### src/rtl/tra_pkg.sv
package tra_pkg;
  typedef enum logic [2:0] {
    UL_IDLE,
    UL_ZERO1,
    UL_TEST1,
    UL_ZERO2,
    UL_OPEN
  } unlock_e;

  // command register field positions
  localparam int RD_BIT  = 15;
  localparam int WR_BIT  = 14;
  localparam int BANK_HI = 12;
  localparam int BANK_LO = 11;
  localparam int TM_BIT  = 10;
  localparam int RA_HI   = 9;
  localparam int RA_LO   = 5;
  localparam int WA_HI   = 4;
  localparam int WA_LO   = 0;
endpackage

### src/rtl/tra_unlock.sv
module tra_unlock
  import tra_pkg::*;
#(
  parameter int DATA_W = 16
) (
  input  logic              clk_i,
  input  logic              rst_ni,
  input  logic              ctrl_we_i,
  input  logic [DATA_W-1:0] ctrl_wdata_i,
  output logic              open_o
);
  localparam logic [DATA_W-1:0] ZERO_W = '0;
  localparam logic [DATA_W-1:0] TEST_W = DATA_W'(1) << TM_BIT;

  unlock_e state_q, state_d;

  always_comb begin
    state_d = state_q;
    if (ctrl_we_i) begin
      unique case (state_q)
        UL_IDLE:  state_d = (ctrl_wdata_i == ZERO_W) ? UL_ZERO1 : UL_IDLE;
        UL_ZERO1: state_d = (ctrl_wdata_i == TEST_W) ? UL_TEST1 : UL_IDLE;
        UL_TEST1: state_d = (ctrl_wdata_i == ZERO_W) ? UL_ZERO2 : UL_IDLE;
        UL_ZERO2: state_d = (ctrl_wdata_i == TEST_W) ? UL_OPEN  : UL_IDLE;
        UL_OPEN:  state_d = ctrl_wdata_i[TM_BIT]     ? UL_OPEN  : UL_IDLE;
        default:  state_d = UL_IDLE;
      endcase
    end
  end

  always_ff @(posedge clk_i or negedge rst_ni) begin
    if (!rst_ni) state_q <= UL_IDLE;
    else         state_q <= state_d;
  end

  assign open_o = (state_q == UL_OPEN);
endmodule

### config.mk
export PLATFORM = sky130hd
export DESIGN_NAME = tra_unlock
export DESIGN_NICKNAME = d
export VERILOG_FILES = /design/src/rtl/tra_pkg.sv /design/src/rtl/tra_unlock.sv
export SDC_FILE = /design/constraint.sdc
export NUM_CORES = 1
export LEC_CHECK = 0
export ABC_AREA = 1
export BUFFER_PORTS_ARGS = -buffer_cell sky130_fd_sc_hd__buf_2
export CORE_AREA = 2 2 39 41
export CTS_BUF_LIST = sky130_fd_sc_hd__clkbuf_4
export DETAILED_ROUTE_END_ITERATION = 12
export DIE_AREA = 0 0 41 43
export HOLD_SLACK_MARGIN = 0.15
export PLACE_DENSITY = 0.46
export SYNTH_ARGS = -nofsm -noshare
export SYNTH_HDL_FRONTEND = slang
export SYNTH_SLANG_ARGS = --single-unit
### constraint.sdc
create_clock -name clk_i -period 2.8 [get_ports clk_i]
set_clock_uncertainty 0.15 [all_clocks]
set_input_delay 0.42 -clock clk_i [delete_from_list [all_inputs] [get_ports clk_i]]
set_output_delay 0.42 -clock clk_i [all_outputs]
set_load 0.05 [all_outputs]
==> results of run 1 <==
==> cells in the mapped netlist <==
cell,n
sky130_fd_sc_hd__nand3_1,4
sky130_fd_sc_hd__nor2_2,2
sky130_fd_sc_hd__nor2_1,10
sky130_fd_sc_hd__dfrtp_1,3
sky130_fd_sc_hd__nor2_4,1
sky130_fd_sc_hd__nand2_1,14
sky130_fd_sc_hd__nor3_2,1
sky130_fd_sc_hd__nand4_1,1
sky130_fd_sc_hd__nor3_1,3
sky130_fd_sc_hd__inv_2,2
sky130_fd_sc_hd__o21ai_0,1
sky130_fd_sc_hd__inv_1,3
==> critical path: stages (launching register included) <==
cell and delay (ns):
sky130_fd_sc_hd__dfrtp_1 0.40, sky130_fd_sc_hd__nor3_2 0.20, sky130_fd_sc_hd__buf_2 0.29
==> through the flow <==
| step | util, % | std cells |
|---|---|---|
| after global placement | 27.4 | 80 |
| after global routing | 30.3 | 85 |
| after floorplan | - | 45 |
| after detailed placement | 27.4 | 80 |
| after CTS | 30.3 | 85 |
| final | 30.3 | 85 |
==> worst min path at each step <==
stage,from,endpoint,slack (ns)
6_report,ctrl_we_i,state_q[0],0.30
3_5_place_dp,rst_ni,state_q[1],0.07
3_3_place_gp,rst_ni,state_q[1],0.07
4_1_cts,ctrl_we_i,state_q[0],0.30
2_1_floorplan,rst_ni,state_q[0],-0.03
5_1_grt,ctrl_we_i,state_q[1],0.32
==> layout make-up <==
type	instances	area, um2	share of cell area, %
clock buffers	4	30.0	7.16
inverters	5	18.8	4.48
multi-input cells	37	170	40.6
flip-flops and latches	3	75.1	17.9
well taps	16	20.0	4.78
repair buffers	20	105	25.1
==> power breakdown <==
group | leakage, nW | switching (mW) | total [mW] | internal [mW]
logic | 0.167 | 0.00926 | 0.0215 | 0.0123
clock network | 0.0184 | 0.0207 | 0.0836 | 0.0629
registers | 0.0419 | 0.000000447 | 0.0436 | 0.0436
==> routing by layer <==
| metal | vias up | global-route usage (%) |
|---|---|---|
| met5 | - | 0 |
| met4 | 0 | 8.00 |
| met3 | 0 | 3.14 |
| met2 | 9 | 13.1 |
| met1 | 133 | 10.7 |
| li1 | 189 | - |
==> layout by cell type (no fill, tap or decap), types with 2 or more instances in the layout <==
| cell | count |
|---|---|
| sky130_fd_sc_hd__nand2_1 | 14 |
| sky130_fd_sc_hd__inv_2 | 2 |
| sky130_fd_sc_hd__nor2_1 | 10 |
| sky130_fd_sc_hd__dfrtp_1 | 3 |
| sky130_fd_sc_hd__inv_1 | 3 |
| sky130_fd_sc_hd__nor3_1 | 3 |
| sky130_fd_sc_hd__nand3_1 | 4 |
| sky130_fd_sc_hd__clkbuf_4 | 4 |
| sky130_fd_sc_hd__buf_2 | 19 |
| sky130_fd_sc_hd__nor2_2 | 2 |
==> cells by family (layout without fill, tap and decap cells) <==
| group | Yosys count | count (layout) | synth area share (%) |
|---|---|---|---|
| and+or+nand+nor | 36 | 36 | 62.6 |
| DFF | 3 | 3 | 28.4 |
| AOI/OAI and AO/OA | 1 | 1 | 1.89 |
| buffers and inverters | 5 | 29 | 7.11 |
==> impl.org, run 1 <==
** Outcome
- Status :: completed

** Global routing
- Number of global-route vias before repair :: 317
- In the global route stage, overall resource usage came out at 9.37%.
- The initial antenna violation count was 0.
- The first global-routing pass estimated 1090 um of wire.
- The total overflow left after global routing is 0.
- Largest net degree at the start of global routing :: 6

** Floorplanning
- The die covers 0.00176 mm2.
- Number of standard-cell rows in the floorplan :: 14
- 20 I/O pins were placed.
- In this run the vertical extent of the chip is 43 um.
- Placeable core area :: 0.00138 mm2
- Starting utilization of the core area :: 19.1%
- Die Wd :: 41 um

** Clocking
- In this run the clock root is driven by a sky130_fd_sc_hd__clkbuf_4.
- For this design, the sink count on the clock tree is 3.
- Later-pin clock latency in the skew report :: 0.23 ns
- Clock tree from TritonCTS :: yes
- The number of gates resized after CTS was 0.
- Counting along the longest clock path gives a buffer depth of 2.
- CTS built an H-tree with a depth of 1.
- Once the clock tree was built, the setup fixing pass inserted 0 buffers.
- Clock Pin Slew Worst Setup and Hold Paths :: 0.04 ns
- Hold buffer count at cts :: 1
- Number of buffers created by CTS :: 3

** STA
- # setup viols final :: 0
- RSZ-0062 raised after global routing :: false
- Final period demand of the worst path :: 1.68 ns
- Number of hold-slack violations in the final timing report :: 0
- For the pin with the worst max-slew slack, the measured transition is 0.247 ns.
- Summed over all failing endpoints, the final setup total negative slack is 0 ns.
- Min Hold Slack :: 0.303 ns
- For this run, the top clock speed supported by timing is 595 MHz.
- In this run the tightest slew margin relative to its limit is 83.6%.
- The number of max-slew violations in the final report came to 0.
- In the post-route analysis, the smallest setup slack over all paths is 1.12 ns.
- The worst path uses 60.0% of the clock period.

** Layout
- After filler insertion, the fill cell instance count of the layout stands at 165.
- Area added between synthesis and finish :: 58.8%
- Post-route cell area :: 419 um2
- Biggest registers after layout :: state_q: 3 flops
- After the last flow step, the layout net total stands at 89.
- The register with the most flip-flops in the layout has 3 of them.
- Fraction of final layout cells sized beyond drive strength 1 :: 42.0%
- The number of antenna diodes in the final layout is 0.
- Ranked by flip-flop count, first place goes to state_q.

** Route
- The detailed router used layers up to and including met3.
- In the final routing, the length of wire on met1 measures 257 um.
- Wire length after detailed routing :: 591 um
- Post-route DRC violation count :: 0
- The routed layout has 331 vias.
- After detailed routing, the met3 layer carries 40 um of wire.
- Routed length per placed instance :: 6.95 um
- Average via count per standard cell :: 3.89
- Metal2 WL :: 293 um
- Number of iterations in the first detailed-routing pass :: 1
- After the first detailed-routing iteration, the DRC count stood at 0.
- Once detail routing completed, the nets flagged for antenna violations numbered 0.

** Run
- Max-cap violations in this run came to 0.

** Critical path
- Capture point of the worst reg-to-reg path :: state_q[2]
- STA classifies the critical path endpoint as an output pin.
- Following the worst setup path forward leads to its endpoint at open_o.
- Worst setup path class :: flip-flop to output pin
- The worst setup path is launched from a flip-flop.
- Launching point of the worst reg2reg path :: state_q[2]
- Data on the critical path is required at its endpoint by 2.23 ns.
- In this run the worst path has a maximum fanout of 3.
- Signal arrival time at the worst endpoint :: 1.11 ns
- Worst reg2reg path depth :: 5
- In this run the register-to-register setup slack is 1.69 ns.
- Tracing the worst setup path back leads to its startpoint at state_q[0].

** Power and ir drop
- Leakage power total :: 0.227 nW
- For this design the ratio of total power to cell area is 355 mW/mm2.
- Overall power consumption :: 0.149 mW
- Across the VDD grid, the largest voltage drop is 0.000195 V.

** Place
- Buffers placed on the I/O ports in this run total 19.
- Placement Setup Slack :: 1.36 ns
- The placed instances occupy a cell area of 379 um2.
- HPWL after DPL :: 504 um
- The congestion estimate from routability-driven global placement came to 0.746.

** Worst hold path
- Path category of the worst min-delay check :: input pin to flip-flop
- Worst hold path stage count :: 2

** Yosys
- Cell type contributing the most total cell area after synthesis :: sky130_fd_sc_hd__dfrtp_1
- Synthesis inferred 3 register bits.
- Warning count from the yosys run :: 0
- Yosys attributes the largest share of cell area to sky130_fd_sc_hd__dfrtp_1, sky130_fd_sc_hd__nand2_1, sky130_fd_sc_hd__nor2_1.
- Yosys mapped the design onto 12 distinct sky130hd cell types.
- Post-synth design cell area :: 264 um2
- Counting every instance in the synthesized netlist gives 45.
- Syn_nets :: 64
- In this run the mean area of a mapped cell was 5.87 um2.
- Summing the sequential cell areas from Yosys gives 28.4% of the chip area.
- Post-synth top area share :: 28.4%
(Power assumes the default switching activity.)
==> run 2: changes to the inputs <==
--- a/config.mk
+++ b/config.mk
@@ -5,14 +5,14 @@
 export SDC_FILE = /design/constraint.sdc
 export NUM_CORES = 1
 export LEC_CHECK = 0
-export ABC_AREA = 1
+export ABC_AREA = 0
 export BUFFER_PORTS_ARGS = -buffer_cell sky130_fd_sc_hd__buf_2
 export CORE_AREA = 2 2 39 41
 export CTS_BUF_LIST = sky130_fd_sc_hd__clkbuf_4
 export DETAILED_ROUTE_END_ITERATION = 12
 export DIE_AREA = 0 0 41 43
 export HOLD_SLACK_MARGIN = 0.15
-export PLACE_DENSITY = 0.46
+export PLACE_DENSITY = 0.43
 export SYNTH_ARGS = -nofsm -noshare
 export SYNTH_HDL_FRONTEND = slang
 export SYNTH_SLANG_ARGS = --single-unit
==> constraint.sdc (replaced) <==
create_clock -name clk_i -period 1.45 [get_ports clk_i]
set_clock_uncertainty 0.15 [all_clocks]
set_input_delay 0.2175 -clock clk_i [delete_from_list [all_inputs] [get_ports clk_i]]
set_output_delay 0.2175 -clock clk_i [all_outputs]
set_load 0.05 [all_outputs]
==> run 2 against run 1 <==
Non-clock buffer count grew 5. Critical path type unchanged. Via count shrank 9.4%. Combinational power grew 110%. Hold slack lost 0.13 ns. Register-to-register slack lost 1.5 ns. Flip-flop and latch count is the same. Area after synthesis shrank 19%. Global-route usage shrank 1.0 points. First-iteration DRC count grew 1. Sequential share of layout area shrank 0.32 points. Clock power grew 100%.
==> impl.org, run 2 <==
** Layout
- Top library cells by usage in the layout, fill and taps aside :: sky130_fd_sc_hd__buf_2, sky130_fd_sc_hd__nor4_2, sky130_fd_sc_hd__clkbuf_4, sky130_fd_sc_hd__dlygate4sd3_1, sky130_fd_sc_hd__dfrtp_1
- Storage cell area :: 75.1 um2
- N_diodes :: 0
- Compared with the post-synthesis result, the final layout area differs by 101%.
- Area taken by multi-input logic gates :: 130 um2
- In the final design database the tool counted 70 nets.
- Fill cell count :: 138
- Fraction of final layout cells sized beyond drive strength 1 :: 62.0%
- The finished layout holds 66 standard cells, fillers aside.
- Biggest registers after layout :: state_q: 3 flops
- Most common cell after layout, fill and taps aside :: sky130_fd_sc_hd__buf_2
- Post-route cell area :: 427 um2
- Register with the most flip-flops :: state_q
- Share of the core filled with cells in the final layout :: 30.8%
- Largest register FFs :: 3

** Yosys
- Warning count from the yosys run :: 0
- When the netlist entered floorplanning its net count stood at 40.
- In the post-synthesis netlist, the cell with the most instances is sky130_fd_sc_hd__nor4_2.
- The largest total area in the synthesized netlist belongs to sky130_fd_sc_hd__dfrtp_1.
- Summed over its instances, the top area cell type makes up 35.3% of the synthesized netlist area.
- Async SR Flop Fraction :: 100%
- Sequential elements use 35.3% of the synthesized area.
- Count of state elements after synthesis :: 3
- Synth area leaders :: sky130_fd_sc_hd__dfrtp_1, sky130_fd_sc_hd__nor4_2, sky130_fd_sc_hd__o22ai_1
- The cell count after synthesis came out at 21.
- Yosys mapped a number of flops with a built-in enable equal to 0.
- The commonest cells after synthesis are sky130_fd_sc_hd__nor4_2, sky130_fd_sc_hd__dfrtp_1, sky130_fd_sc_hd__inv_1.
- The cell area that synthesis handed to floorplanning was 213 um2.
- Yosys cell types :: 13
- Each instance of the synthesized netlist takes up on average 10.1 um2.
- The most used flip-flop cell after synthesis is sky130_fd_sc_hd__dfrtp_1.

** Critical path
- Worst reg2reg path depth :: 3
- For the worst setup path, the data required time is 1.08 ns.
- The endpoint identified for the worst register-to-register timing path is state_q[2].
- Maximum fanout along the worst path :: 4
- Launching point of the worst reg2reg path :: state_q[2]
- The worst setup path is launched from a flip-flop.
- Worst setup EP type :: output pin
- The worst register-to-register path has a setup slack of 0.15 ns.
- Worst setup path class :: flip-flop to output pin
- Signal arrival time at the worst endpoint :: 1.07 ns

** Worst hold path
- The min-delay analysis places its worst path in the category input pin to flip-flop.
- Sink of the worst hold path :: state_q[1]
- Hold Crit Start :: ctrl_wdata_i[7]
- The worst hold path passes through 4 cells.

** Clocking
- Clock tree from TritonCTS :: yes
- Clock sink count :: 3
- Clock-pin slew was measured on the worst setup and hold paths at 0.04 ns.
- In this run, CTS created clock tree buffers numbering 3.
- The clock passes through at most 2 buffers.
- Later-pin clock latency in the skew report :: 0.24 ns
- CTS built an H-tree with a depth of 1.
- Root buffer cell :: sky130_fd_sc_hd__clkbuf_4

** Place
- In this run, placement finished with an instance count of 56.
- Routability congestion estimate from global placement :: 0.605
- Cell area after placement :: 328 um2
- HPWL after DPL :: 463 um
- # port buffers :: 19

** Floorplanning
- Count of pins on the block boundary :: 20
- Die outline area :: 0.00176 mm2
- Placeable core area :: 0.00138 mm2
- Die Wd :: 41 um
- Die Height :: 43 um
- In this run the core area contains 14 standard-cell rows.
- Starting utilization of the core area :: 15.4%

** STA
- Measured against its own limit, the worst slew margin works out to 83.8%.
- Slew at the pin closest to its max-slew limit :: 0.240 ns
- The worst path in the final design needs a cycle of 1.44 ns, including I/O delays and setup.
- Across all hold checks on the routed design, the worst slack comes to 0.172 ns.
- # setup viols final :: 0
- Adding up every negative setup slack in the final design gives 0 ns.
- Share of the cycle needed by the critical path after routing :: 99.3%
- Number of hold-slack violations in the final timing report :: 0
- The number of max-slew violations in the final report is 0.
- Maximum frequency from static timing analysis :: 694 MHz

** Route
- Post-route DRC violation count :: 0
- Number of iterations in the first detailed-routing pass :: 2
- In the final routed layout, each cell accounts on average for 10.0 um.
- Starting DRC count in detailed routing :: 1
- Using the TritonRoute via totals, the vias-per-cell ratio works out to 4.55.
- Once detail routing completed, the nets flagged for antenna violations numbered 0.
- Across all layers, the routed design uses 300 vias.
- Wire length after detailed routing :: 662 um

** Global routing
- In the global route stage, overall resource usage came out at 8.32%.
- Number of global-route vias before repair :: 276
- The first global-routing pass estimated 959 um of wire.
- Summed over all layers, the global routing overflow is 0.
- The initial antenna violation count is 0.
- Entering global routing, the biggest net connects 6 pins.

** Run
- Number of maximum-capacitance violations :: 0

** Power and ir drop
- Leakage power total :: 0.210 nW
- The worst-case IR drop observed on VDD is 0.000210 V.
- Power per cell area :: 701 mW/mm2

** Outcome
- The run finished with clean final reports.
## run 2: cell types whose count changed in the layout (fill, tap and decap cells not counted), sizes merged, moves of 2 or more
cell         change
nand3            -4
nor2            -12
nor4             +4
o22ai            +2
buf              +2
nand2           -13
nor3             -4
and3             +2
inv              -2
dlygate4sd3      +3
## run 2: repair_timing
| action | CTS | global route |
|---|---|---|
| setup buffers | 0 | 2 |
| endpoints found under the setup margin | 1 | 1 |
| endpoints found under the hold margin | 5 | 0 |
| pin swaps | 0 | 0 |
| hold buffers | 4 | 0 |
| gates resized for setup | 4 | 1 |
## run 2: worst max-delay path by stage
| stage | from | to | slack [ns] | depth (start not counted) |
|---|---|---|---|---|
| global placement | state_q[2] | state_q[2] | 0.13 | 3 |
| finish | state_q[0] | open_o | 0.01 | 3 |
| detailed placement | state_q[2] | state_q[2] | 0.15 | 3 |
| CTS | state_q[0] | open_o | 0.01 | 3 |
| global route | state_q[0] | open_o | -0.01 | 3 |
| floorplan | state_q[2] | state_q[2] | 0.24 | 3 |
## run 2: final cells by class
type	count	area share (%)
Clock buffer	4	7.04
Inverter	3	2.64
Multi-Input combinational cell	15	30.5
Sequential cell	3	17.6
Tap cell	16	4.69
Timing Repair Buffer	25	37.5
## run 2: kinds of logic after synthesis
| kind of cell | share of synthesized area, % |
|---|---|
| AND/OR/NAND/NOR | 40.6 |
| buffers and inverters | 5.29 |
| multiplexers | 4.71 |
| AO/OA/AOI/OAI | 14.1 |
| flip-flops | 35.3 |
## run 2: worst max-delay path, cell delays in order, from the launching register on
cell and delay [ns]:
sky130_fd_sc_hd__dfrtp_1 0.40, sky130_fd_sc_hd__inv_1 0.10, sky130_fd_sc_hd__and3_4 0.19, sky130_fd_sc_hd__buf_8 0.14
## run 2: metrics by stage
stage | setup WS [ns] | power (mW)
3_5_place_dp | 0.153 | 0.123
6_report | 0.00980 | 0.299
5_1_grt | -0.0138 | 0.314
3_3_place_gp | 0.132 | 0.123
4_1_cts | 0.0119 | 0.310
2_1_floorplan | 0.237 | 0.0925
## run 2: layer usage
layer  global-route usage, %  wire length (um)  vias to the layer above
met2                    12.5               315                       22
met3                    3.66                77                        2
li1                        -                 -                      143
met4                    6.00                 9                        0
met5                       0                 0                        -
met1                    8.65               260                      133
## run 2: power by group
part	internal, mW	leakage (nW)	switching [mW]
registers	0.0842	0.0419	0.000000906
clock network	0.122	0.0184	0.0469
logic	0.0287	0.150	0.0173
==> run 3: changes to the inputs <==
--- a/config.mk
+++ b/config.mk
@@ -12,7 +12,7 @@
 export DETAILED_ROUTE_END_ITERATION = 12
 export DIE_AREA = 0 0 41 43
 export HOLD_SLACK_MARGIN = 0.15
-export PLACE_DENSITY = 0.43
+export PLACE_DENSITY = 0.41
 export SYNTH_ARGS = -nofsm -noshare
 export SYNTH_HDL_FRONTEND = slang
 export SYNTH_SLANG_ARGS = --single-unit
==> constraint.sdc (replaced) <==
create_clock -name clk_i -period 1.64 [get_ports clk_i]
set_clock_uncertainty 0.15 [all_clocks]
set_input_delay 0.246 -clock clk_i [delete_from_list [all_inputs] [get_ports clk_i]]
set_output_delay 0.246 -clock clk_i [all_outputs]
set_load 0.05 [all_outputs]
==> run 3 against run 2 <==
Final area decreased by 11%. Register-to-register slack improved by 0.17 ns. Routed wire length decreased by 12%. Total power decreased by 14%. Largest power group unchanged. First-iteration DRC count increased by 100%.
==> impl.org, run 3 (synthesis gave the netlist of run 2 again) <==
** Global routing
- Overflow left after global routing :: 0
- Entering global routing, the biggest net connects 6 pins.
- Number of global-route vias before repair :: 252
- Number of antenna violations at the first check in global routing :: 0
- Global routing used 7.43% of the available tracks.
- The first global-routing pass estimated 848 um of wire.

** Place
- # port buffers :: 19
- HPWL after DPL :: 490 um
- Summing all placed instances gives a cell area of 328 um2.
- Routability congestion estimate from global placement :: 0.606

** Critical path
- The worst setup path is captured at an output pin.
- At the worst endpoint, the required time is 1.24 ns.
- Signal arrival time at the worst endpoint :: 1.15 ns
- Setup slack on the worst reg-to-reg path comes out at 0.32 ns.
- The worst setup path is launched from a flip-flop.
- The critical path in this run is classified as flip-flop to output pin.
- The worst register-to-register path begins at state_q[2].
- The worst register-to-register path has a depth of 3.
- Maximum fanout along the worst path :: 3
- Capture point of the worst reg-to-reg path :: state_q[2]

** Clocking
- Clock-pin slew was measured on the worst setup and hold paths at 0.04 ns.
- Hold repair after CTS inserted 2 buffers.
- Buffers added to address setup during post-CTS repair amount to 0.
- Later-pin clock latency in the skew report :: 0.23 ns
- H-tree depth :: 1
- Root buffer cell :: sky130_fd_sc_hd__clkbuf_4
- Clock tree from TritonCTS :: yes
- Clock sink count :: 3
- The clock passes through at most 2 buffers.
- Number of buffers created by CTS :: 3
- After clock tree synthesis, the repair step resized 0 gates.

** Layout
- Cells with a size suffix above 1 make up 60.9% of the layout.
- Top library cells by usage in the layout, fill and taps aside :: sky130_fd_sc_hd__buf_2, sky130_fd_sc_hd__nor4_2, sky130_fd_sc_hd__clkbuf_4
- Post-route cell area :: 378 um2
- In the final layout, the registers with the most flip-flops are state_q: 3 flops.
- Most common cell after layout, fill and taps aside :: sky130_fd_sc_hd__buf_2
- Register with the most flip-flops :: state_q
- The register with the most flip-flops in the layout has 3 of them.
- Area added between synthesis and finish :: 77.6%
- The final layout contains 66 nets.
- The number of antenna diodes in the final layout is 0.

** STA
- The worst path uses 94.4% of the clock period.
- Slew at the pin closest to its max-slew limit :: 0.247 ns
- Normalized max-slew margin :: 83.4%
- The smallest clock period supported by the final layout is computed as 1.55 ns.
- Count of final max-slew check failures :: 0
- Setup repair after global routing left no endpoint under its margin.
- Setup violations remaining at the end of the flow were counted as 0.
- Min Hold Slack :: 0.191 ns
- Number of hold-slack violations in the final timing report :: 0
- Adding up every negative setup slack in the final design gives 0 ns.
- Static timing analysis puts the maximum clock frequency at 646 MHz.

** Power and ir drop
- Power per cell area :: 679 mW/mm2
- In this run the static leakage power is 0.191 nW.
- VDD sags by at most 0.000166 V.

** Worst hold path
- Path category of the worst min-delay check :: input pin to asynchronous set/reset pin

** Floorplanning
- During I/O placement, the number of pins put on the boundary was 20.
- Placeable core area :: 0.00138 mm2
- For this configuration, the core starts out at a cell density of 15.4%.
- The floorplan step set the die height to 43 um.
- Die Wd :: 41 um
- The initialized floorplan defines 14 standard-cell rows.
- Die outline area :: 0.00176 mm2

** Route
- Post-route DRC violation count :: 0
- Antenna Violating Nets Remaining :: 0
- Routed length per placed instance :: 9.37 um
- After detailed routing, the total wire length is 581 um.
- After detailed routing, the number of vias per cell comes to 4.29.
- Starting DRC count in detailed routing :: 2
- Total via count after detailed routing :: 266
- Number of iterations in the first detailed-routing pass :: 5

** Run
- Max-cap violations in this run came to 0.

** Outcome
- The run finished with clean final reports.
[run 3: cell count changes in the layout (fill, tap and decap cells not counted), sizes merged]
cell	delta
buf	-2
dlygate4sd3	-2
[run 3: worst max-delay path by stage]
stage,to,cells past startpoint,from
floorplan,state_q[2],3,state_q[2]
global placement,open_o,3,state_q[1]
detailed placement,open_o,3,state_q[1]
CTS,open_o,3,state_q[1]
global route,open_o,3,state_q[1]
finish,open_o,3,state_q[1]
[run 3: final cells by class]
class                           instances  area (um2)
Fill cell                             147        1010
Multi-Input combinational cell         15         126
Timing Repair Buffer                   21         115
Sequential cell                         3        75.1
Clock buffer                            4        30.0
Tap cell                               16        20.0
Inverter                                3        11.3
[run 3: metal layers]
layer,up-vias,wire length (um),track usage (%)
met3,0,58,0
met2,22,247,9.69
met5,-,0,0
met1,110,276,9.97
li1,134,-,-
met4,0,0,8.00
[run 3: power breakdown]
part	internal, mW	total, mW	switching [mW]	leakage, nW
combinational	0.0223	0.0373	0.0151	0.130
clock	0.108	0.145	0.0371	0.0184
sequential	0.0744	0.0744	0.000000779	0.0419
[run 3: stage by stage]
stage	power, mW	util (%)	worst slack [ns]	cells
after CTS	0.259	27.3	0.0889	62
after floorplan	0.0818	-	0.427	21
after detailed placement	0.109	23.7	0.336	56
final	0.256	27.3	0.0913	62
after global routing	0.273	27.3	0.0321	62
after global placement	0.109	23.7	0.317	56
[run 3: critical path, cell delays in order (launching register included)]
cell and delay, ns:
sky130_fd_sc_hd__dfrtp_1 0.39, sky130_fd_sc_hd__inv_1 0.11, sky130_fd_sc_hd__and3_2 0.17, sky130_fd_sc_hd__buf_2 0.25
